==> config.mk <==
export PLATFORM = sky130hd
export DESIGN_NAME = cc_timer_channel
export DESIGN_NICKNAME = d
export VERILOG_FILES = /design/src/rtl/cc_chan_pkg.sv /design/src/rtl/cc_sync_edge.sv /design/src/rtl/cc_csr.sv /design/src/rtl/cc_pin_ctl.sv /design/src/rtl/cc_timer_channel.sv
export SDC_FILE = /design/constraint.sdc
export NUM_CORES = 1
export LEC_CHECK = 0
export ABC_AREA = 1
export BUFFER_PORTS_ARGS = -buffer_cell sky130_fd_sc_hd__buf_4
export CAP_MARGIN = 0
export CORE_MARGIN = 10
export CORE_UTILIZATION = 30
export CTS_BUF_LIST = sky130_fd_sc_hd__clkbuf_8
export DETAILED_ROUTE_END_ITERATION = 10
export PLACE_DENSITY_LB_ADDON = 0.3
export SYNTH_ARGS = -nofsm -noshare
export SYNTH_HDL_FRONTEND = slang
export SYNTH_HIERARCHICAL = 1
export SYNTH_SLANG_ARGS = --single-unit
==> constraint.sdc <==
create_clock -name clk -period 1.4 [get_ports clk]
set_input_delay 0.07 -clock clk [delete_from_list [all_inputs] [get_ports clk]]
set_output_delay 0.07 -clock clk [all_outputs]
set_load 0.01 [all_outputs]
==> src/rtl/cc_chan_pkg.sv <==
package cc_chan_pkg;

  localparam int unsigned CSR_W      = 8;
  localparam int unsigned BIT_FLAG   = 7;
  localparam int unsigned BIT_IE     = 6;
  localparam int unsigned BIT_CMP    = 5;
  localparam int unsigned BIT_LVL_HI = 4;
  localparam int unsigned BIT_LVL_LO = 3;
  localparam int unsigned BIT_TOV    = 2;
  localparam int unsigned BIT_MAX    = 1;

  typedef enum logic [1:0] {
    LVL_OFF = 2'b00,
    LVL_A   = 2'b01,
    LVL_B   = 2'b10,
    LVL_C   = 2'b11
  } cc_lvl_e;

  typedef struct packed {
    logic    ie;
    logic    cmp;
    cc_lvl_e lvl;
    logic    tov;
    logic    max;
  } cc_ctrl_t;

endpackage

==> src/rtl/cc_sync_edge.sv <==
module cc_sync_edge #(
  parameter int unsigned STAGES = 2
) (
  input  logic clk,
  input  logic rst_n,
  input  logic din,
  input  logic sel_rise,
  input  logic sel_fall,
  output logic evt
);

  localparam int unsigned LAST = STAGES - 1;

  logic [STAGES-1:0] sync_q;
  logic [STAGES-1:0] sync_d;
  logic              prev_q;
  logic              prev_d;

  for (genvar g = 0; g < STAGES; g++) begin : g_stage
    if (g == 0) begin : g_first
      assign sync_d[g] = din;
    end else begin : g_next
      assign sync_d[g] = sync_q[g-1];
    end

    always_ff @(posedge clk or negedge rst_n) begin
      if (!rst_n) begin
        sync_q[g] <= 1'b0;
      end else begin
        sync_q[g] <= sync_d[g];
      end
    end
  end

  assign prev_d = sync_q[LAST];

  always_ff @(posedge clk or negedge rst_n) begin
    if (!rst_n) begin
      prev_q <= 1'b0;
    end else begin
      prev_q <= prev_d;
    end
  end

  always_comb begin
    evt = 1'b0;
    if (sel_rise && sync_q[LAST] && !prev_q) begin
      evt = 1'b1;
    end
    if (sel_fall && !sync_q[LAST] && prev_q) begin
      evt = 1'b1;
    end
  end

endmodule

==> src/rtl/cc_csr.sv <==
module cc_csr
  import cc_chan_pkg::*;
(
  input  logic             clk,
  input  logic             rst_n,
  input  logic             wr,
  input  logic             rd,
  input  logic [CSR_W-1:0] wdata,
  input  logic             set_evt,
  output cc_ctrl_t         ctrl,
  output logic             flag,
  output logic [CSR_W-1:0] rdata
);

  cc_ctrl_t ctrl_q, ctrl_d;
  logic     flag_q, flag_d;
  logic     arm_q, arm_d;
  logic     clr_req;

  assign clr_req = wr && arm_q && !wdata[BIT_FLAG];

  always_comb begin
    ctrl_d = ctrl_q;
    if (wr) begin
      ctrl_d.ie  = wdata[BIT_IE];
      ctrl_d.cmp = wdata[BIT_CMP];
      ctrl_d.lvl = cc_lvl_e'(wdata[BIT_LVL_HI:BIT_LVL_LO]);
      ctrl_d.tov = wdata[BIT_TOV];
      ctrl_d.max = wdata[BIT_MAX];
    end
  end

  always_comb begin
    arm_d = arm_q;
    if (wr) begin
      arm_d = 1'b0;
    end else if (rd && flag_q) begin
      arm_d = 1'b1;
    end
  end

  always_comb begin
    flag_d = flag_q;
    if (set_evt) begin
      flag_d = 1'b1;
    end else if (clr_req) begin
      flag_d = 1'b0;
    end
  end

  always_ff @(posedge clk or negedge rst_n) begin
    if (!rst_n) begin
      ctrl_q <= '0;
      flag_q <= 1'b0;
      arm_q  <= 1'b0;
    end else begin
      ctrl_q <= ctrl_d;
      flag_q <= flag_d;
      arm_q  <= arm_d;
    end
  end

  assign ctrl = ctrl_q;
  assign flag = flag_q;

  always_comb begin
    rdata              = '0;
    rdata[BIT_FLAG]    = flag_q;
    rdata[BIT_IE]      = ctrl_q.ie;
    rdata[BIT_CMP]     = ctrl_q.cmp;
    rdata[BIT_LVL_HI]  = ctrl_q.lvl[1];
    rdata[BIT_LVL_LO]  = ctrl_q.lvl[0];
    rdata[BIT_TOV]     = ctrl_q.tov;
    rdata[BIT_MAX]     = ctrl_q.max;
  end

  AST_FLAG_STICKY: assert property (@(posedge clk) disable iff (!rst_n)
    (flag_q && !(wr && arm_q)) |=> flag_q);

  AST_FLAG_ON_EVENT: assert property (@(posedge clk) disable iff (!rst_n)
    set_evt |=> flag_q);

endmodule

==> src/rtl/cc_pin_ctl.sv <==
module cc_pin_ctl
  import cc_chan_pkg::*;
#(
  parameter int unsigned CNT_W = 16
) (
  input  logic             clk,
  input  logic             rst_n,
  input  logic [CNT_W-1:0] cnt_val,
  input  logic [CNT_W-1:0] cmp_val,
  input  logic             cnt_tick,
  input  logic             cnt_ovf,
  input  logic             tmr_rst,
  input  cc_ctrl_t         ctrl,
  output logic             match,
  output logic             pin_out,
  output logic             pin_oe
);

  logic pin_q, pin_d;
  logic max_q, max_d;
  logic active;
  logic force_lvl;

  assign active = ctrl.cmp && (ctrl.lvl != LVL_OFF);
  assign match  = ctrl.cmp && cnt_tick && (cnt_val == cmp_val);

  always_comb begin
    max_d = max_q;
    if (tmr_rst || cnt_ovf) begin
      max_d = ctrl.max;
    end
  end

  always_comb begin
    pin_d = pin_q;
    if (tmr_rst) begin
      if (ctrl.cmp) begin
        case (ctrl.lvl)
          LVL_B:   pin_d = 1'b0;
          LVL_C:   pin_d = 1'b1;
          default: pin_d = pin_q;
        endcase
      end
    end else if (active) begin
      if (cnt_ovf && ctrl.tov) begin
        pin_d = ~pin_q;
      end else if (match) begin
        case (ctrl.lvl)
          LVL_A:   pin_d = ~pin_q;
          LVL_B:   pin_d = 1'b0;
          LVL_C:   pin_d = 1'b1;
          default: pin_d = pin_q;
        endcase
      end
    end
  end

  always_ff @(posedge clk or negedge rst_n) begin
    if (!rst_n) begin
      pin_q <= 1'b0;
      max_q <= 1'b0;
    end else begin
      pin_q <= pin_d;
      max_q <= max_d;
    end
  end

  assign force_lvl = (ctrl.lvl != LVL_C);

  always_comb begin
    pin_out = pin_q;
    if (max_q && active) begin
      pin_out = force_lvl;
    end
  end

  assign pin_oe = active;

  AST_CAPTURE_HOLDS_PIN: assert property (@(posedge clk) disable iff (!rst_n)
    (!ctrl.cmp && !tmr_rst) |=> $stable(pin_q));

  AST_WRAP_WINS: assert property (@(posedge clk) disable iff (!rst_n)
    (!tmr_rst && active && ctrl.tov && cnt_ovf && match) |=> (pin_q != $past(pin_q)));

  AST_MAX_DEFERRED: assert property (@(posedge clk) disable iff (!rst_n)
    (!cnt_ovf && !tmr_rst) |=> $stable(max_q));

  AST_PRESET_LOW: assert property (@(posedge clk) disable iff (!rst_n)
    (tmr_rst && ctrl.cmp && ctrl.lvl == LVL_B) |=> !pin_q);

endmodule

==> src/rtl/cc_timer_channel.sv <==
module cc_timer_channel
  import cc_chan_pkg::*;
#(
  parameter int unsigned CNT_W       = 16,
  parameter int unsigned SYNC_STAGES = 2
) (
  input  logic             clk,
  input  logic             rst_n,
  input  logic [CNT_W-1:0] cnt_val,
  input  logic             cnt_tick,
  input  logic             cnt_ovf,
  input  logic             tmr_rst,
  input  logic             csr_wr,
  input  logic             csr_rd,
  input  logic [CSR_W-1:0] csr_wdata,
  output logic [CSR_W-1:0] csr_rdata,
  input  logic             val_wr,
  input  logic [CNT_W-1:0] val_wdata,
  output logic [CNT_W-1:0] val_rdata,
  input  logic             cap_in,
  output logic             pin_out,
  output logic             pin_oe,
  output logic             irq
);

  cc_ctrl_t         ctrl;
  logic             flag;
  logic             cap_evt;
  logic             cmp_match;
  logic             set_evt;
  logic             sel_rise;
  logic             sel_fall;
  logic [CNT_W-1:0] val_q, val_d;

  assign sel_rise = !ctrl.cmp && ctrl.lvl[0];
  assign sel_fall = !ctrl.cmp && ctrl.lvl[1];

  cc_sync_edge #(
    .STAGES (SYNC_STAGES)
  ) u_sync (
    .clk      (clk),
    .rst_n    (rst_n),
    .din      (cap_in),
    .sel_rise (sel_rise),
    .sel_fall (sel_fall),
    .evt      (cap_evt)
  );

  assign set_evt = cap_evt || cmp_match;

  cc_csr u_csr (
    .clk     (clk),
    .rst_n   (rst_n),
    .wr      (csr_wr),
    .rd      (csr_rd),
    .wdata   (csr_wdata),
    .set_evt (set_evt),
    .ctrl    (ctrl),
    .flag    (flag),
    .rdata   (csr_rdata)
  );

  always_comb begin
    val_d = val_q;
    if (cap_evt) begin
      val_d = cnt_val;
    end else if (val_wr) begin
      val_d = val_wdata;
    end
  end

  always_ff @(posedge clk or negedge rst_n) begin
    if (!rst_n) begin
      val_q <= '0;
    end else begin
      val_q <= val_d;
    end
  end

  assign val_rdata = val_q;

  cc_pin_ctl #(
    .CNT_W (CNT_W)
  ) u_pin (
    .clk      (clk),
    .rst_n    (rst_n),
    .cnt_val  (cnt_val),
    .cmp_val  (val_q),
    .cnt_tick (cnt_tick),
    .cnt_ovf  (cnt_ovf),
    .tmr_rst  (tmr_rst),
    .ctrl     (ctrl),
    .match    (cmp_match),
    .pin_out  (pin_out),
    .pin_oe   (pin_oe)
  );

  assign irq = flag && ctrl.ie;

  AST_CAPTURE_LOADS: assert property (@(posedge clk) disable iff (!rst_n)
    cap_evt |=> (val_q == $past(cnt_val)));

endmodule

==> results of run 1 <==
-- cell type report --
class                      count  area, um2  area share
clock buffer                   5       68.8      0.0236
clock inverter                 3       13.8     0.00472
inverter                      48        188      0.0643
multi-input combinational    189        983       0.337
sequential                    29        729       0.250
tap                           77       96.3      0.0330
timing repair buffer         104        838       0.287
-- sequential cells by signal, summed over array words and instances, names as in the netlist --
name / count
val_rdata: 16
u_csr/arm_q: 1
u_sync/prev_d: 1
u_pin/max_q: 1
u_pin/pin_q: 1
u_sync/sync_d: 1
u_csr/ctrl: 6
u_csr/flag: 1
u_sync/prev_q: 1
-- routing by layer --
| metal | GRT usage | wire length (um) | vias to the layer above | part of all wire |
|---|---|---|---|---|
| met5 | 0 | 0 | - | 0 |
| met4 | 0.0419 | 116 | 0 | 0.019 |
| met3 | 0.0357 | 294 | 8 | 0.048 |
| met2 | 0.200 | 3040 | 43 | 0.50 |
| met1 | 0.147 | 2660 | 881 | 0.44 |
| li1 | - | - | 1050 | - |
-- power breakdown --
group          switching (W)  internal, W  total [W]
Combinational       0.000490     0.000523    0.00101
Sequential          0.000108     0.000952    0.00106
Clock               0.000321     0.000336   0.000657
Total               0.000919      0.00181    0.00273
-- kinds of logic after synthesis --
group | share of synthesized area
and+or+nand+nor | 0.373
buffers and inverters | 0.164
DFF | 0.379
AOI/OAI and AO/OA | 0.0470
adders and majority gates | 0.0196
xor gates and xnor gates | 0.00914
other | 0.00196
muxes | 0.00587
-- through the flow --
| stage | setup WS (ps) | setup TNS, ps | instance area [um2] | instances |
|---|---|---|---|---|
| 2_1_floorplan | 67.8 | 0 | 1920 | 280 |
| 3_3_place_gp | -9.06 | -9.06 | 2520 | 427 |
| 3_5_place_dp | -21.6 | -106 | 2520 | 427 |
| 4_1_cts | -29.7 | -59.4 | 2780 | 449 |
| 5_1_grt | -91.2 | -726 | 2920 | 455 |
| 6_report | -25.9 | -25.9 | 2920 | 455 |
-- synth_stat cells --
cell,n,share of area
a211oi_1,1,0.0039
buf_4,10,0.039
nand2b_1,1,0.0033
buf_8,1,0.0078
nor3_1,3,0.0078
dfrtp_1,29,0.38
nor2_8,1,0.010
o2111ai_1,1,0.0046
a21oi_1,3,0.0078
xnor2_1,2,0.0091
nor4_1,2,0.0065
nor2_1,20,0.039
nand4_1,3,0.0098
mux2_2,1,0.0059
nand2_1,92,0.18
inv_2,1,0.0020
ha_1,3,0.020
inv_1,47,0.092
o21ai_0,10,0.026
nand3_1,40,0.10
buf_6,4,0.023
o22a_1,1,0.0046
conb_1,1,0.0020
or2_2,2,0.0065
nand3_2,1,0.0052
-- what timing repair did --
| action | in CTS | in global routing |
|---|---|---|
| hold buffers | 7 | 0 |
| cloned | 1 | 0 |
| endpoints found under the setup margin | 20 | 19 |
| resized for setup | 16 | 28 |
| pin swaps | 11 | 14 |
| buffers inserted | 6 | 6 |
| hold endpoints to repair | 35 | 0 |
-- worst paths after layout --
path / startpoint / to / slack [ps]
setup / recovery: u_csr/ctrl[2] / pin_out / -30
hold / removal: csr_wdata[6] / u_csr/ctrl[5] / 10
setup reg to reg: val_rdata[6] / u_csr/flag / 10
hold reg to reg: u_sync/sync_d[1] / u_sync/prev_d / 350
max in group asynchronous: rst_n / u_csr/ctrl[3] / 840
min in group asynchronous: rst_n / val_rdata[1] / 250
-- worst max-delay path: stages, from the launching register on --
cell and delay, ps:
dfrtp_1 420, ha_1 250, buf_4 140, o21ai_1 120, buf_4 130
==> metrics.md, run 1 <==
| Metric | Value |
|---|---|
| Status | `complete, but fails checks` |
| Failing checks | `negative setup slack` |
| Unrepaired setup endpoints after global routing | `true` |
| Final setup viols | `1` |
| Largest net degree at the start of global routing | `30` |
| Crit-path max FO | `3` |
| First-pass GRT wire length | `9780 um` |
| Most frequent cells in the layout | `buf_4 (92), nand2_1 (84), inv_1 (43)` |
| Sequential area share after synthesis | `0.379` |
| Synthesized flop and latch total | `29` |
| CP Launch Type | `flop` |
| Remaining Overflow, GRT | `0` |
| Die height | `99.9 um` |
| Max Clock Freq | `0.701 GHz` |
| GP Congestion | `0.783` |
| MaxCap Viol Count | `0` |
| Average size of a mapped cell | `6.85 um2` |
| Num CTS Buffers | `5` |
| Min-Delay Path Depth | `3` |
| Syn nets | `332` |
| Drt first pass iters | `4` |
| Io pins | `76` |
| Die X | `99.9 um` |
| Cell Area, Synth | `1920 um2` |
| Skew-Pair Late Insertion Delay | `280 ps` |
| Antenna viol nets, final | `0` |
| Die area | `9990 um2` |
| Worst reg2reg path depth | `7` |
| HPWL after DPL | `4470 um` |
| CTS tree | `done` |
| Root buf cell | `clkbuf_8` |
| Netlist cell types | `25` |
| Final wirelength | `6110 um` |
| Antenna diode count | `0` |
| Port bufs | `73` |
| Req. time, crit path | `1330 ps` |
| Routed WL per cell | `13.4 um` |
| Fin crit period | `1430 ps` |
| Clk sinks | `29` |
| Drt drc | `0` |
| H-tree Lvls | `2` |
| Worst Skew | `4.86 ps` |
| Hold WS | `13.8 ps` |
| Ys Warns | `6` |
| Core Rows | `29` |
| Starting density of the core | `0.305` |
| Commonest non-fill, non-tap cell in the layout | `buf_4` |
| Area Growth Syn to Fin | `52.2%` |
| Hold crit path type | `in2reg` |
| Antenna violations before repair | `0` |
| Final setup margin | `-25.9 ps` |
| Syn Inst Count | `280` |
| Detailed-route via count | `1982` |
| Core area | `6280 um2` |
| Power density over the cells | `936 nW/um2` |
| Fin nets | `429` |
| Maximum vdd ir drop | `0.419 mV` |
| Initial DRC Count | `96` |
| Filler cells | `627` |
| Slew Limit Fails | `0` |
| Vias/cell | `4.36` |
| Final Hold Violating Endpoints | `0` |
| Power, Total | `0.00273 W` |
| Period utilization | `1.02` |
| WS Path Type | `reg2out` |
| Reg clk slew, reported paths | `60 ps` |
| Clock Path Buffers | `2` |
| P_leak | `1.59 nW` |
| Layout cells sized above 1 | `0.368` |
| Tot GR Track Use | `0.121` |
| Number of global-route vias before repair | `2009` |
| Critical path data arrival time | `1360 ps` |
| Post-layout util | `0.465` |
| Crit end category | `output port` |
No activity file was read; power rests on OpenSTA's default activity.
==> inputs of run 2 (changes only) <==
- HOLD_SLACK_MARGIN: unset -> 0.02
==> metrics.md, run 2 (synthesis gave the netlist of run 1 again) <==
| Metric | Value |
|---|---|
| Status | `complete, but fails checks` |
| Failing checks | `negative setup slack` |
| Reg area | `728 um2 (-0.17%)` |
| Area Growth Syn to Fin | `55.4%` |
| Die height | `99.9 um (unchanged)` |
| Worst Skew | `4.61 ps (-0.249 ps)` |
| WS Path Type | `reg2out` |
| Hold crit path type | `in2reg` |
| Maximum vdd ir drop | `0.420 mV (+0.33%)` |
| Skew-Pair Late Insertion Delay | `280 ps (about the same)` |
| Antenna diode count | `0 (unchanged)` |
| Most frequent cells in the layout | `buf_4 (91), nand2_1 (81), inv_1 (42)` |
| Power density over the cells | `923 nW/um2 (-1.3%)` |
| Fin crit period | `1420 ps (-10.4 ps)` |
| Final setup margin | `-15.5 ps (+10.4 ps)` |
| Number of global-route vias before repair | `2038 (+1.4%)` |
| Final wirelength | `6210 um (+1.5%)` |
| Largest net degree at the start of global routing | `30 (unchanged)` |
| P_leak | `1.63 nW (+2.4%)` |
| Capturing point of the worst reg2reg path | `u_pin/pin_q` |
| Crit path launch | `u_csr/ctrl[2]` |
| Slew Limit Fails | `0 (unchanged)` |
| Unrepaired setup endpoints after global routing | `true` |
| Reg clk slew, reported paths | `60 ps (about the same)` |
| Antenna violations before repair | `0 (unchanged)` |
| Layout cells sized above 1 | `0.368 (+0.000421)` |
| Tot GR Track Use | `0.123 (+0.00142)` |
| Req. time, crit path | `1330 ps (about the same)` |
| Final Hold Violating Endpoints | `0 (unchanged)` |
| Worst R2R Setup Slack | `0 ps (about the same)` |
| Die area | `9990 um2 (unchanged)` |
| Core area | `6280 um2 (unchanged)` |
| Starting density of the core | `0.305 (unchanged)` |
| Max FFs per register | `16 (unchanged)` |
| Num CTS Buffers | `5 (unchanged)` |
| Antenna viol nets, final | `0 (unchanged)` |
| CP Launch Type | `flop` |
| Max Clock Freq | `0.706 GHz (+0.73%)` |
| Clk sinks | `29 (unchanged)` |
| Die X | `99.9 um (unchanged)` |
| Core Rows | `29 (unchanged)` |
| Detailed-route via count | `2020 (+1.9%)` |
| Initial DRC Count | `89 (-7.3%)` |
| Io pins | `76 (unchanged)` |
| GP Congestion | `0.783 (unchanged)` |
| Post-layout util | `0.474 (+0.00957)` |
| Vias/cell | `4.39 (+0.81%)` |
| Hold Path End | `val_rdata[0]` |
| Fin area | `2980 um2 (+2.1%)` |
| Crit-path max FO | `3 (unchanged)` |
| Drt first pass iters | `5 (+1)` |
| Area taken by multi-input logic gates | `986 um2 (+0.25%)` |
| Fin nets | `434 (+1.2%)` |
| Period utilization | `1.01 (-0.00740)` |
| Crit end category | `output port` |
| CTS tree | `done` |
| Power, Total | `0.00275 W (+0.70%)` |
| Routed WL per cell | `13.5 um (+0.42%)` |
| MaxCap Viol Count | `0 (unchanged)` |
| Filler cells | `622 (-0.80%)` |
| First-pass GRT wire length | `9890 um (+1.1%)` |
| HP Start | `val_wdata[0]` |
| Clock Path Buffers | `2 (unchanged)` |
| Critical path data arrival time | `1350 ps (about the same)` |
| R2r startpoint | `u_csr/ctrl[3]` |
| Final TNS setup | `-15.5 ps (+10.4 ps)` |
| Hold WS | `19.0 ps (+5.19 ps)` |
| Remaining Overflow, GRT | `0 (unchanged)` |
| HPWL after DPL | `4470 um (unchanged)` |
| Port bufs | `73 (unchanged)` |
| Min-Delay Path Depth | `3 (unchanged)` |
| Root buf cell | `clkbuf_8` |
| Drt drc | `0 (unchanged)` |
| Worst reg2reg path depth | `7 (unchanged)` |
| Final setup viols | `1 (unchanged)` |
| H-tree Lvls | `2 (unchanged)` |
| Placed inst area | `2520 um2 (unchanged)` |
| Commonest non-fill, non-tap cell in the layout | `buf_4` |
==> run 2: metrics by stage <==
step,std cells,setup WS (ps)
after floorplan,280,67.8
after global placement,427,-9.06
after detailed placement,427,-21.6
after CTS,454,-29.7
after global routing,460,-99.8
final,460,-15.5
==> run 2: worst max-delay path by stage <==
| stage | to | slack, ps | cells past startpoint |
|---|---|---|---|
| floorplan | pin_out | 70 | 5 |
| global placement | u_pin/pin_q | -9 | 10 |
| detailed placement | val_rdata[13] | -20 | 8 |
| CTS | pin_out | -30 | 6 |
| global route | u_pin/pin_q | -100 | 13 |
| finish | pin_out | -20 | 4 |
==> run 2: what timing repair did <==
| action | CTS | global route |
|---|---|---|
| gates resized for setup | 16 | 33 |
| hold buffers | 12 | 0 |
| gates cloned | 1 | 0 |
| pin swaps | 11 | 18 |
| endpoints found under the setup margin | 20 | 19 |
| buffers inserted | 6 | 7 |
| hold endpoints to repair | 40 | 0 |
==> run 2: worst max-delay path: stages (launching register included) <==
cell and delay [ps]:
dfrtp_1 420, ha_1 240, buf_4 140, o21ai_1 120, buf_4 130
==> run 2: layout make-up <==
class | count | area share
Sequential cell | 29 | 0.245
Inverter | 48 | 0.0630
Multi-Input combinational cell | 189 | 0.331
Clock inverter | 3 | 0.00462
Timing Repair Buffer | 109 | 0.301
Tap cell | 77 | 0.0324
Clock buffer | 5 | 0.0231
==> run 2: layer usage <==
layer | routed length, um | global-route usage | vias up
met2 | 3120 | 0.203 | 49
met5 | 0 | 0 | -
met3 | 295 | 0.0350 | 10
li1 | - | - | 1061
met1 | 2650 | 0.147 | 900
met4 | 142 | 0.0463 | 0
==> run 2: where the power goes <==
group / internal, W / switching, W
Combinational: 0.000537 / 0.000496
Clock: 0.000336 / 0.000318
Sequential: 0.000951 / 0.000111
